--- config.mk ---
export PLATFORM = sky130hd
export DESIGN_NAME = nie_ctrl
export DESIGN_NICKNAME = d
export VERILOG_FILES = /design/src/rtl/nie_pkg.sv /design/src/rtl/nie_rssi_band.sv /design/src/rtl/nie_step_logic.sv /design/src/rtl/nie_stat_pulse.sv /design/src/rtl/nie_ctrl.sv
export SDC_FILE = /design/constraint.sdc
export NUM_CORES = 1
export LEC_CHECK = 0
export ABC_CLOCK_PERIOD_IN_PS = 4600
export BUFFER_PORTS_ARGS = -buffer_cell sky130_fd_sc_hd__buf_2
export CORE_UTILIZATION = 24
export DETAILED_ROUTE_END_ITERATION = 8
export PLACE_DENSITY = 0.45
export SETUP_SLACK_MARGIN = 0.5
export SLEW_MARGIN = 0
export SYNTH_ARGS = -nofsm -noshare
export SYNTH_HDL_FRONTEND = slang
export SYNTH_SLANG_ARGS = --single-unit
export TNS_END_PERCENT = 100
--- constraint.sdc ---
create_clock -name clk -period 4.6 [get_ports clk]
set_input_delay 0.46 -clock clk [delete_from_list [all_inputs] [get_ports clk]]
set_output_delay 0.46 -clock clk [all_outputs]
set_load 0.01 [all_outputs]
--- src/rtl/nie_pkg.sv ---
package nie_pkg;
   typedef enum logic [2:0] {
      REQ_NONE  = 3'd0,
      REQ_INIT  = 3'd1,
      REQ_OFDM  = 3'd2,
      REQ_CCK   = 3'd3,
      REQ_LOWER = 3'd4
   } nie_req_e;

   typedef enum logic [1:0] {
      BAND_LOW  = 2'd0,
      BAND_MID  = 2'd1,
      BAND_HIGH = 2'd2
   } nie_band_e;
endpackage

--- src/rtl/nie_rssi_band.sv ---
module nie_rssi_band #(
   parameter int AVG_W = 16,
   parameter int MULT  = 16
) (
   input  logic [AVG_W-1:0]  avg_i,
   input  logic [AVG_W-1:0]  thr_lo_i,
   input  logic [AVG_W-1:0]  thr_hi_i,
   output nie_pkg::nie_band_e band_o
);
   localparam bit POW2   = (MULT & (MULT - 1)) == 0;
   localparam int SH     = $clog2(MULT);
   localparam int HALF   = MULT / 2;

   logic [AVG_W-1:0] quot;
   logic [AVG_W-1:0] rem;
   logic [AVG_W-1:0] rounded;

   if (MULT < 2) begin : g_bad_mult
      $error("nie_rssi_band: MULT must be at least 2");
   end
   if (AVG_W < 2 || AVG_W > 31) begin : g_bad_w
      $error("nie_rssi_band: AVG_W out of range");
   end

   if (POW2) begin : g_shift
      always_comb begin
         quot = avg_i >> SH;
         rem  = avg_i & AVG_W'(MULT - 1);
      end
   end else begin : g_div
      always_comb begin
         quot = avg_i / AVG_W'(MULT);
         rem  = avg_i % AVG_W'(MULT);
      end
   end

   always_comb begin
      rounded = quot + ((rem >= AVG_W'(HALF)) ? AVG_W'(1) : AVG_W'(0));
      if (rounded > thr_hi_i)      band_o = nie_pkg::BAND_HIGH;
      else if (rounded > thr_lo_i) band_o = nie_pkg::BAND_MID;
      else                         band_o = nie_pkg::BAND_LOW;
   end
endmodule

--- src/rtl/nie_step_logic.sv ---
module nie_step_logic #(
   parameter int LVL_W = 3
) (
   input  nie_pkg::nie_req_e  req_i,
   input  nie_pkg::nie_band_e band_i,
   input  logic               rssi_en_i,
   input  logic               cck_chan_i,
   input  logic               bg_chan_i,
   input  logic [LVL_W-1:0]   ni_i,
   input  logic [LVL_W-1:0]   si_i,
   input  logic [LVL_W-1:0]   fs_i,
   input  logic               wsd_i,
   input  logic [LVL_W-1:0]   ni_max_i,
   input  logic [LVL_W-1:0]   si_max_i,
   input  logic [LVL_W-1:0]   fs_max_i,
   output logic [LVL_W-1:0]   ni_o,
   output logic [LVL_W-1:0]   si_o,
   output logic [LVL_W-1:0]   fs_o,
   output logic               wsd_o
);
   import nie_pkg::*;

   localparam logic [LVL_W-1:0] ONE = LVL_W'(1);

   logic first_stage_hit;

   if (LVL_W < 1 || LVL_W > 8) begin : g_bad_lvl
      $error("nie_step_logic: LVL_W out of range");
   end

   always_comb begin
      ni_o            = ni_i;
      si_o            = si_i;
      fs_o            = fs_i;
      wsd_o           = wsd_i;
      first_stage_hit = 1'b0;
      case (req_i)
         REQ_INIT: begin
            ni_o  = '0;
            si_o  = '0;
            fs_o  = '0;
            wsd_o = 1'b1;
         end
         REQ_OFDM: begin
            if (ni_i < ni_max_i) begin
               ni_o = ni_i + ONE;
            end else if (si_i < si_max_i) begin
               si_o = si_i + ONE;
            end else if (rssi_en_i) begin
               case (band_i)
                  BAND_HIGH: begin
                     if (wsd_i) begin
                        wsd_o = 1'b0;
                        si_o  = '0;
                     end else if (fs_i < fs_max_i) begin
                        fs_o = fs_i + ONE;
                     end
                  end
                  BAND_MID: begin
                     if (!wsd_i)                 wsd_o = 1'b1;
                     else if (fs_i < fs_max_i)   fs_o  = fs_i + ONE;
                  end
                  default: begin
                     if (cck_chan_i) begin
                        if (wsd_i)              wsd_o = 1'b0;
                        else if (fs_i != '0)    fs_o  = '0;
                     end
                  end
               endcase
            end
         end
         REQ_CCK: begin
            if (ni_i < ni_max_i) begin
               ni_o = ni_i + ONE;
            end else if (rssi_en_i) begin
               if (band_i != BAND_LOW) begin
                  if (fs_i < fs_max_i) fs_o = fs_i + ONE;
               end else if (bg_chan_i && (fs_i != '0)) begin
                  fs_o = '0;
               end
            end
         end
         REQ_LOWER: begin
            if (rssi_en_i) begin
               case (band_i)
                  BAND_MID: begin
                     if (!wsd_i) begin
                        wsd_o           = 1'b1;
                        first_stage_hit = 1'b1;
                     end else if (fs_i != '0) begin
                        fs_o            = fs_i - ONE;
                        first_stage_hit = 1'b1;
                     end
                  end
                  BAND_LOW: begin
                     if (fs_i != '0) begin
                        fs_o            = fs_i - ONE;
                        first_stage_hit = 1'b1;
                     end
                  end
                  default: first_stage_hit = 1'b0;
               endcase
            end
            if (!first_stage_hit) begin
               if (si_i != '0)      si_o = si_i - ONE;
               else if (ni_i != '0) ni_o = ni_i - ONE;
            end
         end
         default: ;
      endcase
   end

   // a lower request never raises any level
   always_comb begin
      if (req_i == REQ_LOWER) begin
         a_lower_no_rise_r8: assert (ni_o <= ni_i && si_o <= si_i && fs_o <= fs_i)
            else $error("lower request raised a level");
      end
   end
endmodule

--- src/rtl/nie_stat_pulse.sv ---
module nie_stat_pulse #(
   parameter int LVL_W = 3,
   parameter int N     = 3
) (
   input  logic               clk,
   input  logic               rst_n,
   input  logic               commit_i,
   input  logic [N*LVL_W-1:0] old_i,
   input  logic [N*LVL_W-1:0] new_i,
   output logic [N-1:0]       up_o,
   output logic [N-1:0]       dn_o
);
   if (N < 1) begin : g_bad_n
      $error("nie_stat_pulse: N must be positive");
   end

   for (genvar i = 0; i < N; i++) begin : g_lvl
      logic [LVL_W-1:0] o_v;
      logic [LVL_W-1:0] n_v;
      assign o_v = old_i[i*LVL_W +: LVL_W];
      assign n_v = new_i[i*LVL_W +: LVL_W];
      always_ff @(posedge clk or negedge rst_n) begin
         if (!rst_n) begin
            up_o[i] <= 1'b0;
            dn_o[i] <= 1'b0;
         end else begin
            up_o[i] <= commit_i && (n_v > o_v);
            dn_o[i] <= commit_i && (n_v < o_v);
         end
      end

      p_up_dn_excl_r10: assert property (@(posedge clk) disable iff (!rst_n)
         !(up_o[i] && dn_o[i]));
      p_pulse_single_r10: assert property (@(posedge clk) disable iff (!rst_n)
         (up_o[i] || dn_o[i]) |=> !(up_o[i] || dn_o[i]));
   end

   p_one_raise_r10: assert property (@(posedge clk) disable iff (!rst_n)
      $onehot0(up_o));
endmodule

--- src/rtl/nie_ctrl.sv ---
module nie_ctrl #(
   parameter int AVG_W = 16,
   parameter int MULT  = 16,
   parameter int LVL_W = 3
) (
   input  logic             clk,
   input  logic             rst_n,
   input  logic             init_req_i,
   input  logic             ofdm_req_i,
   input  logic             cck_req_i,
   input  logic             lower_req_i,
   input  logic [AVG_W-1:0] rssi_avg_i,
   input  logic             rssi_en_i,
   input  logic             cck_chan_i,
   input  logic             bg_chan_i,
   input  logic [AVG_W-1:0] thr_lo_i,
   input  logic [AVG_W-1:0] thr_hi_i,
   input  logic [LVL_W-1:0] ni_max_i,
   input  logic [LVL_W-1:0] si_max_i,
   input  logic [LVL_W-1:0] fs_max_i,
   output logic             busy_o,
   output logic [LVL_W-1:0] ni_lvl_o,
   output logic [LVL_W-1:0] si_lvl_o,
   output logic [LVL_W-1:0] fs_lvl_o,
   output logic             wsd_on_o,
   output logic             ni_up_o,
   output logic             ni_dn_o,
   output logic             si_up_o,
   output logic             si_dn_o,
   output logic             fs_up_o,
   output logic             fs_dn_o
);
   import nie_pkg::*;

   localparam int NLVL = 3;

   nie_req_e         req_q;
   nie_req_e         req_sel;
   logic             any_req;
   logic             busy_q;
   nie_band_e        band;
   logic [LVL_W-1:0] ni_q, si_q, fs_q;
   logic             wsd_q;
   logic [LVL_W-1:0] ni_n, si_n, fs_n;
   logic             wsd_n;
   logic [NLVL-1:0]  up_p, dn_p;

   always_comb begin
      any_req = init_req_i | ofdm_req_i | cck_req_i | lower_req_i;
      if (init_req_i)      req_sel = REQ_INIT;
      else if (ofdm_req_i) req_sel = REQ_OFDM;
      else if (cck_req_i)  req_sel = REQ_CCK;
      else if (lower_req_i) req_sel = REQ_LOWER;
      else                 req_sel = REQ_NONE;
   end

   always_ff @(posedge clk or negedge rst_n) begin
      if (!rst_n) begin
         req_q  <= REQ_NONE;
         busy_q <= 1'b0;
      end else if (busy_q) begin
         req_q  <= REQ_NONE;
         busy_q <= 1'b0;
      end else if (any_req) begin
         req_q  <= req_sel;
         busy_q <= 1'b1;
      end
   end

   nie_rssi_band #(.AVG_W(AVG_W), .MULT(MULT)) u_band (
      .avg_i    (rssi_avg_i),
      .thr_lo_i (thr_lo_i),
      .thr_hi_i (thr_hi_i),
      .band_o   (band)
   );

   nie_step_logic #(.LVL_W(LVL_W)) u_step (
      .req_i      (req_q),
      .band_i     (band),
      .rssi_en_i  (rssi_en_i),
      .cck_chan_i (cck_chan_i),
      .bg_chan_i  (bg_chan_i),
      .ni_i       (ni_q),
      .si_i       (si_q),
      .fs_i       (fs_q),
      .wsd_i      (wsd_q),
      .ni_max_i   (ni_max_i),
      .si_max_i   (si_max_i),
      .fs_max_i   (fs_max_i),
      .ni_o       (ni_n),
      .si_o       (si_n),
      .fs_o       (fs_n),
      .wsd_o      (wsd_n)
   );

   always_ff @(posedge clk or negedge rst_n) begin
      if (!rst_n) begin
         ni_q  <= '0;
         si_q  <= '0;
         fs_q  <= '0;
         wsd_q <= 1'b1;
      end else if (busy_q) begin
         ni_q  <= ni_n;
         si_q  <= si_n;
         fs_q  <= fs_n;
         wsd_q <= wsd_n;
      end
   end

   nie_stat_pulse #(.LVL_W(LVL_W), .N(NLVL)) u_stat (
      .clk      (clk),
      .rst_n    (rst_n),
      .commit_i (busy_q),
      .old_i    ({fs_q, si_q, ni_q}),
      .new_i    ({fs_n, si_n, ni_n}),
      .up_o     (up_p),
      .dn_o     (dn_p)
   );

   assign busy_o   = busy_q;
   assign ni_lvl_o = ni_q;
   assign si_lvl_o = si_q;
   assign fs_lvl_o = fs_q;
   assign wsd_on_o = wsd_q;
   assign ni_up_o  = up_p[0];
   assign si_up_o  = up_p[1];
   assign fs_up_o  = up_p[2];
   assign ni_dn_o  = dn_p[0];
   assign si_dn_o  = dn_p[1];
   assign fs_dn_o  = dn_p[2];

   p_busy_one_cycle_r2: assert property (@(posedge clk) disable iff (!rst_n)
      busy_q |=> !busy_q);
   p_idle_hold_r2: assert property (@(posedge clk) disable iff (!rst_n)
      !busy_q |=> $stable({ni_q, si_q, fs_q, wsd_q}));
   p_fs_up_step_r10: assert property (@(posedge clk) disable iff (!rst_n)
      fs_up_o |-> (fs_q == $past(fs_q) + LVL_W'(1)));
   p_ni_up_step_r3: assert property (@(posedge clk) disable iff (!rst_n)
      ni_up_o |-> (ni_q == $past(ni_q) + LVL_W'(1)));
   p_ni_dn_seen_r10: assert property (@(posedge clk) disable iff (!rst_n)
      ni_dn_o |-> (ni_q < $past(ni_q)));
endmodule

**Word-level counts from Yosys, hierarchy flattened**

Cells that the tools add are included.

- $lt $le $gt $ge: 12
- Bitwise gates (word level): 3
- Reduce and logical (&&, ||, !) cells: 16
- Eq/ne operators: 12
- Add/subtract/negate cells: 7
- Mux-type cells: 56

Operators by type and width:

| operator | number |
|---|---|
| $mux W3 | 33 |
| $gt A16 B16 Y1 | 2 |
| $lt A3 B3 Y1 | 6 |
| $pmux W3 S3 | 2 |
| $add A12 B16 Y16 | 1 |
| $mux W1 | 14 |
| $pmux W3 S2 | 2 |
| $pmux W3 S4 | 1 |
| $reduce_bool A3 Y1 | 4 |
| $ne A2 B2 Y1 const B | 5 |
| $add A3 B1 Y3 const B | 3 |
| $gt A3 B3 Y1 | 3 |
| $sub A3 B1 Y3 const B | 3 |
| $reduce_and A8 Y1 | 1 |
| $logic_and A1 B1 Y1 | 7 |
| $eq A3 B2 Y1 const B | 2 |
| $ge A4 B4 Y1 const B | 1 |
| $ne A4 B2 Y1 const B | 1 |
| $pmux W1 S2 | 2 |
| $reduce_bool A2 Y1 | 2 |
| $eq A3 B1 Y1 const B | 1 |
| $eq A3 B3 Y1 const B | 1 |
| $or A1 B1 Y1 | 3 |
| $pmux W1 S3 | 1 |
| 5 further kinds | 5 |

- Flip-flop bits (word level): 20
- Bits of input ports: 66
- Word-level logic and storage cells: 118

**Logic depth before layout (Yosys ltp)**

- Depth after elaboration: 14
- Depth in mapped cells: 20
- Gate-level depth less buffers: 19

**Modules after synthesis**

A second synthesis with hierarchy kept.

- Cells, all modules: 394
- Area, all modules: 3146.8 µm²

By module, submodules not included:

| module | cells an instance | area each (µm²) | times used |
|---|---|---|---|
| nie_step_logic | 194 | 1273.7 | 1 |
| nie_rssi_band | 124 | 899.6 | 1 |
| nie_ctrl | 36 | 565.5 | 1 |
| nie_stat_pulse | 40 | 407.9 | 1 |

**Least setup slack after synthesis**

Ideal clock, no wire load.

- Path type: input to register
- Start point: input port rssi_avg_i[6]
- End point: register u_stat.up_o[1]
- Required time: 4.480 ns
- Library setup time: 0.120 ns
- Setup slack: 0.420 ns
- Data arrival time: 4.061 ns
- Stages: 19
- Path through: and3_1 > and2_1 > and3_1 > nand4_1 > xnor2_1 > ha_1 > nand2_1 > or4b_4 > and3_1 > buf_6 > o311a_1 > o31a_1 > or3_1 > o221ai_1 > ha_1 > nor2b_1 > o21ai_0 > nand2b_1 > and3_1

- Word-level cells in the longest chain between the ends: 12
- Elaborated cells on any way between the ends: 19
- Those cells by class: add/sub (1); order compare (3); eq/ne (2); mux (11); reduce/logical (2)

Ends and longest elaborated chain:

| item | line | RTL |
|---|---|---|
| from (decl) | nie_ctrl.sv:12 | `input logic [AVG_W-1:0] rssi_avg_i,` |
| $add A12 B16 Y16 (*) | nie_rssi_band.sv:38 | `rounded = quot + ((rem >= AVG_W'(HALF)) ? AVG_W'(1) : AVG_W'(0));` |
| $gt A16 B16 Y1 | nie_rssi_band.sv:40 | `else if (rounded > thr_lo_i) band_o = nie_pkg::BAND_MID;` |
| $mux W1 | nie_rssi_band.sv:40 |  |
| $mux W2 (*) | nie_rssi_band.sv:39 | `if (rounded > thr_hi_i) band_o = nie_pkg::BAND_HIGH;` |
| $eq A2 B1 Y1 (tied with other cells) | nie_step_logic.sv:85 | `case (band_i)` |
| $pmux W1 S2 / $mux W3 (equally long branches) | nie_step_logic.sv:85, nie_step_logic.sv:50 |  |
| $mux W1 / $mux W3 (equally long branches) | nie_step_logic.sv:84, nie_step_logic.sv:49 |  |
| $mux W1 / $mux W3 (equally long branches) | nie_step_logic.sv:37, nie_step_logic.sv:47 |  |
| $mux W3, on equally long branches | nie_step_logic.sv:104, nie_step_logic.sv:45 |  |
| $pmux W3 S3 (*) | nie_step_logic.sv:37 | `case (req_i)` |
| $gt A3 B3 Y1 (*) | nie_stat_pulse.sv:27 | `up_o[i] <= commit_i && (n_v > o_v);` |
| $logic_and A1 B1 Y1 (*) | nie_stat_pulse.sv:27 |  |
| to (signal, indexed assignment) | nie_stat_pulse.sv:27 |  |
| to (decl) | nie_stat_pulse.sv:10 | `output logic [N-1:0] up_o,` |

Mark *: on every way between the ends. The rest lies on a longest branch, timed or not. The select of a mux whose other input is x is not followed.
A chain may end at the register's enable or synchronous reset.

**Worst setup path in the final report**

- Start point: input port rssi_avg_i[8]
- End point: register u_stat.up_o[2]

- Word-level cells in the longest chain between the ends: 12
- Elaborated cells on any way between the ends: 21
- Those cells by class: add/sub (1); order compare (3); eq/ne (2); mux (12); reduce/logical (3)

Ends and longest elaborated chain:

| item | line | RTL |
|---|---|---|
| $add A12 B16 Y16 (*) | nie_rssi_band.sv:38 |  |
| $gt A16 B16 Y1 | nie_rssi_band.sv:40 |  |
| $mux W1 | nie_rssi_band.sv:40 |  |
| $mux W2 (*) | nie_rssi_band.sv:39 |  |
| $eq A2 B1 Y1 / $eq A2 B2 Y1 (equally long branches) | nie_step_logic.sv:50, nie_step_logic.sv:85 |  |
| $pmux W3 S2 | nie_step_logic.sv:50 | `case (band_i)` |
| $mux W3 | nie_step_logic.sv:49 | `end else if (rssi_en_i) begin` |
| $mux W3 | nie_step_logic.sv:47 | `end else if (si_i < si_max_i) begin` |
| $mux W3 | nie_step_logic.sv:45 | `if (ni_i < ni_max_i) begin` |
| $pmux W3 S4 (*) | nie_step_logic.sv:37 |  |
| $gt A3 B3 Y1 (*) | nie_stat_pulse.sv:27 |  |
| $logic_and A1 B1 Y1 (*) | nie_stat_pulse.sv:27 |  |

Mark *: on every way between the ends. The rest lies on a longest branch, timed or not.

==> qor.yml <==
ir_drop_uv: 171.3
drtIter0Drc: 190
synth_most_common_cell: "ha_1"
cts-root-buf: "clkbuf_16"
ctsHoldBuffers: 0
routabilityCongestion: 0.8722
synthToLayoutAreaGrowth_pct: 33.36
drive_gt1_share_pct: 28.27
ant_nets: 0
path_clk_slew_ns: 0.06
grt-ovfl-total: 0
first_pass_iters: 5
cts_made_buffers: 3
start_kind: "primary input"
cpMostUsedCell: "and3_4"
combPwrFrac_pct: 62.0
ys_seq_area_share_pct: 15.85
muxShareOfSynthArea_pct: 2.569
num_vias: 3352
htree_levels: 1
cts_buffer_depth: 2
ys_warn_count: 0
synth-xor-area-share_pct: 4.150
grt_pass1_vias: 3364
period_share_pct: 89.55
wire_per_inst_um: 14.24
max_freq_mhz: 242.7
drv_slew: 0
period_minus_slack_ns: 4.120
io_buffer_count: 79
startpoint: "rssi_avg_i[8]"
die_w_um: 116.8
synth_commonest_cells: "ha_1 (55), inv_1 (50), nand2_1 (33), nor2_1 (33), a21oi_1 (28)"
path_class: "in2reg"
synth-simple-area-share_pct: 22.21
die_height_um: 116.8
cts_tree: "yes"
power_switching_uw: 700.7
power.internal_uw: 813.5
power_leakage_uw: 0.002074
rows: 41
synth_cell_type_count: 64
fin_skew_ns: 0.001766
nets: 635
synth_edf_count: 0
synth_top_cell_by_area: "ha_1"
rsz0062_at_grt: "true"
antenna_found_initial: 0
crit_path_max_incr_delay_ns: 0.56
insertion_delay_ns: 0.26
relSlewSlack_pct: 55.16
setup_viol: 0
drv_cap: 0
tightest_slew_ns: 0.6726
drc: 0
synth_fa_ha_area_share_pct: 21.74
grt_pass1_wl_mm: 15.86
end_kind: "flop"
power_density_nw_per_um2: 358.7
seqPwrFrac_pct: 21.7
cp.required_ns: 4.75
synthArstFlopShare_pct: 100.0
grt_max_degree: 21
start_util_pct: 24.88
grt_usage_pct: 14.65
status: "finished, final reports clean"
cp_cell_sequence: "buf_6 -> and3_4 -> and2_4 -> and3_4 -> nand4_1 -> xnor2_2 -> ha_1 -> nand2_2 -> or4b_4 -> and3_4 -> o32ai_4 -> mux2_1 -> a32oi_2 -> and3b_1 -> ha_1 -> nor2b_4 -> o21ai_2 -> nand2b_1 -> and3_1"
worstPathArrival_ns: 4.27
synth_top_family_by_area: "compound AO/OA/AOI/OAI gates"
hold_violations: 0
vias_per_cell: 4.893
cts.sinks: 20
critPathSlowestCell: "or4b_4"
path_max_fanout: 6
design.core.area_um2: 12720
io_pins: 83
synth_top_area_share_pct: 21.74
syn-num-nets: 540
setup_tns_ns: 0
dp_hpwl_mm: 7.717
ys_ff_latch: 20
die_area_um2: 13650
synth.area.top_cells: "ha_1 (22%), dfrtp_1 (15%), inv_1 (5.9%)"
n_fill_cell: 1417
drt-total-wl_mm: 9.754
regToRegStartpoint: "fs_lvl_o[2]"
swShare_pct: 46.28
yosys_most_used_dff: "dfrtp_1"
hold_class: "in2async"
netlist_area_um2: 3166
finalCoreUtilization_pct: 33.18
diodes: 0
synth.avg_cell_area_um2: 7.555
p_clk_share_pct: 16.3
synth_compound_gate_area_share_pct: 25.77
syn-instance-count: 419
-- power groups by stage --
stage / Clock [µW] / Sequential, µW / Combinational (µW)
floorplan: 0 / 320 / 594
global placement: 0 / 334 / 847
detailed placement: 0 / 334 / 857
CTS: 253 / 331 / 909
global route: 260 / 345 / 1070
finish: 246 / 328 / 939
-- cell usage in the layout (no fill, tap or decap), types with 3 or more instances in the layout --
cell type / n
nand2_2: 5
o211ai_1: 4
xnor2_2: 3
o21ai_1: 8
a211oi_1: 6
and3_4: 3
nor3_1: 5
clkbuf_16: 3
ha_1: 52
a31oi_1: 7
o21a_1: 5
nor2b_1: 5
mux2i_1: 7
nand2b_1: 11
a21o_1: 5
nand3_1: 13
nand2_1: 28
o31ai_1: 4
and3_1: 5
o21ai_0: 16
inv_1: 50
nor2_1: 32
a21oi_1: 26
a211oi_2: 3
dfrtp_1: 19
nand4_1: 10
buf_4: 22
ha_2: 3
buf_2: 76
and4_1: 3
xnor2_1: 10
-- sequential cells by signal (all words and copies together), names as in the netlist --
signal	cells
ni_lvl_o	3
fs_lvl_o	3
u_stat.dn_o	3
si_lvl_o	3
u_stat.up_o	3
req_q	3
wsd_on_o	1
busy_o	1
-- cell families after synthesis --
group                      Yosys count
DFF                                 20
AOI/OAI and AO/OA                  121
buffers and inverters               63
xor gates and xnor gates            15
and+or+nand+nor                    137
muxes                                8
adders and majority gates           55
-- metrics by stage --
stage | worst slack (ns) | cell area [µm²] | hold slack [ns] | cells | power [µW]
final | 0.4805 | 4222 | 0.1595 | 685 | 1514
after global routing | 0.2090 | 4222 | 0.2069 | 685 | 1675
after CTS | 0.4897 | 4094 | 0.1869 | 680 | 1492
after detailed placement | 0.006685 | 3835 | 0.4617 | 671 | 1190
after global placement | 0.02826 | 3835 | 0.4617 | 671 | 1181
after floorplan | 0.5021 | 3183 | 0.1644 | 419 | 913.8
-- critical path: cells and delay by family --
kind	cells	cell delay [ns]
AND/OR/NAND/NOR	11	2.02
multiplexers	1	0.36
buffers and inverters	1	0.07
adder cells (fa/ha/maj)	2	0.50
XOR/XNOR	1	0.19
AO/OA/AOI/OAI	3	0.64
-- timing repair --
action                                  CTS  global route
pin swaps                                16            15
gates resized for setup                  27            18
gates cloned                              0             0
hold endpoints to repair                  0             0
endpoints found under the setup margin    6             6
buffers inserted                          5             5
-- metal layers --
metal	GRT usage, %	share of wire, %	up-vias
li1	-	-	1712
met1	19.11	47	1557
met2	25.80	48	79
met3	1.957	4.4	4
met4	2.954	0.85	0
met5	0	0	-
-- final timing paths --
path | endpoint | slack [ns] | cells after the start
max | u_stat.up_o[2] | 0.48 | 19
min | u_stat.dn_o[1] | 0.16 | 1
max reg2reg | u_stat.up_o[2] | 1.28 | 15
min reg2reg | si_lvl_o[1] | 0.59 | 1
max in group asynchronous | wsd_on_o | 4.08 | 1
min in group clk | req_q[1] | 0.41 | 2
-- final cells by class --
cell class | count | area [µm²] | share of cell area, %
Clock buffer | 3 | 75.07 | 1.778
Clock inverter | 1 | 30.03 | 0.7113
Inverter | 52 | 195.2 | 4.624
Multi-Input combinational cell | 336 | 2621 | 62.09
Sequential cell | 20 | 501.7 | 11.88
Tap cell | 172 | 215.2 | 5.098
Timing Repair Buffer | 101 | 583.1 | 13.81
Power figures use the tool's default switching activity.
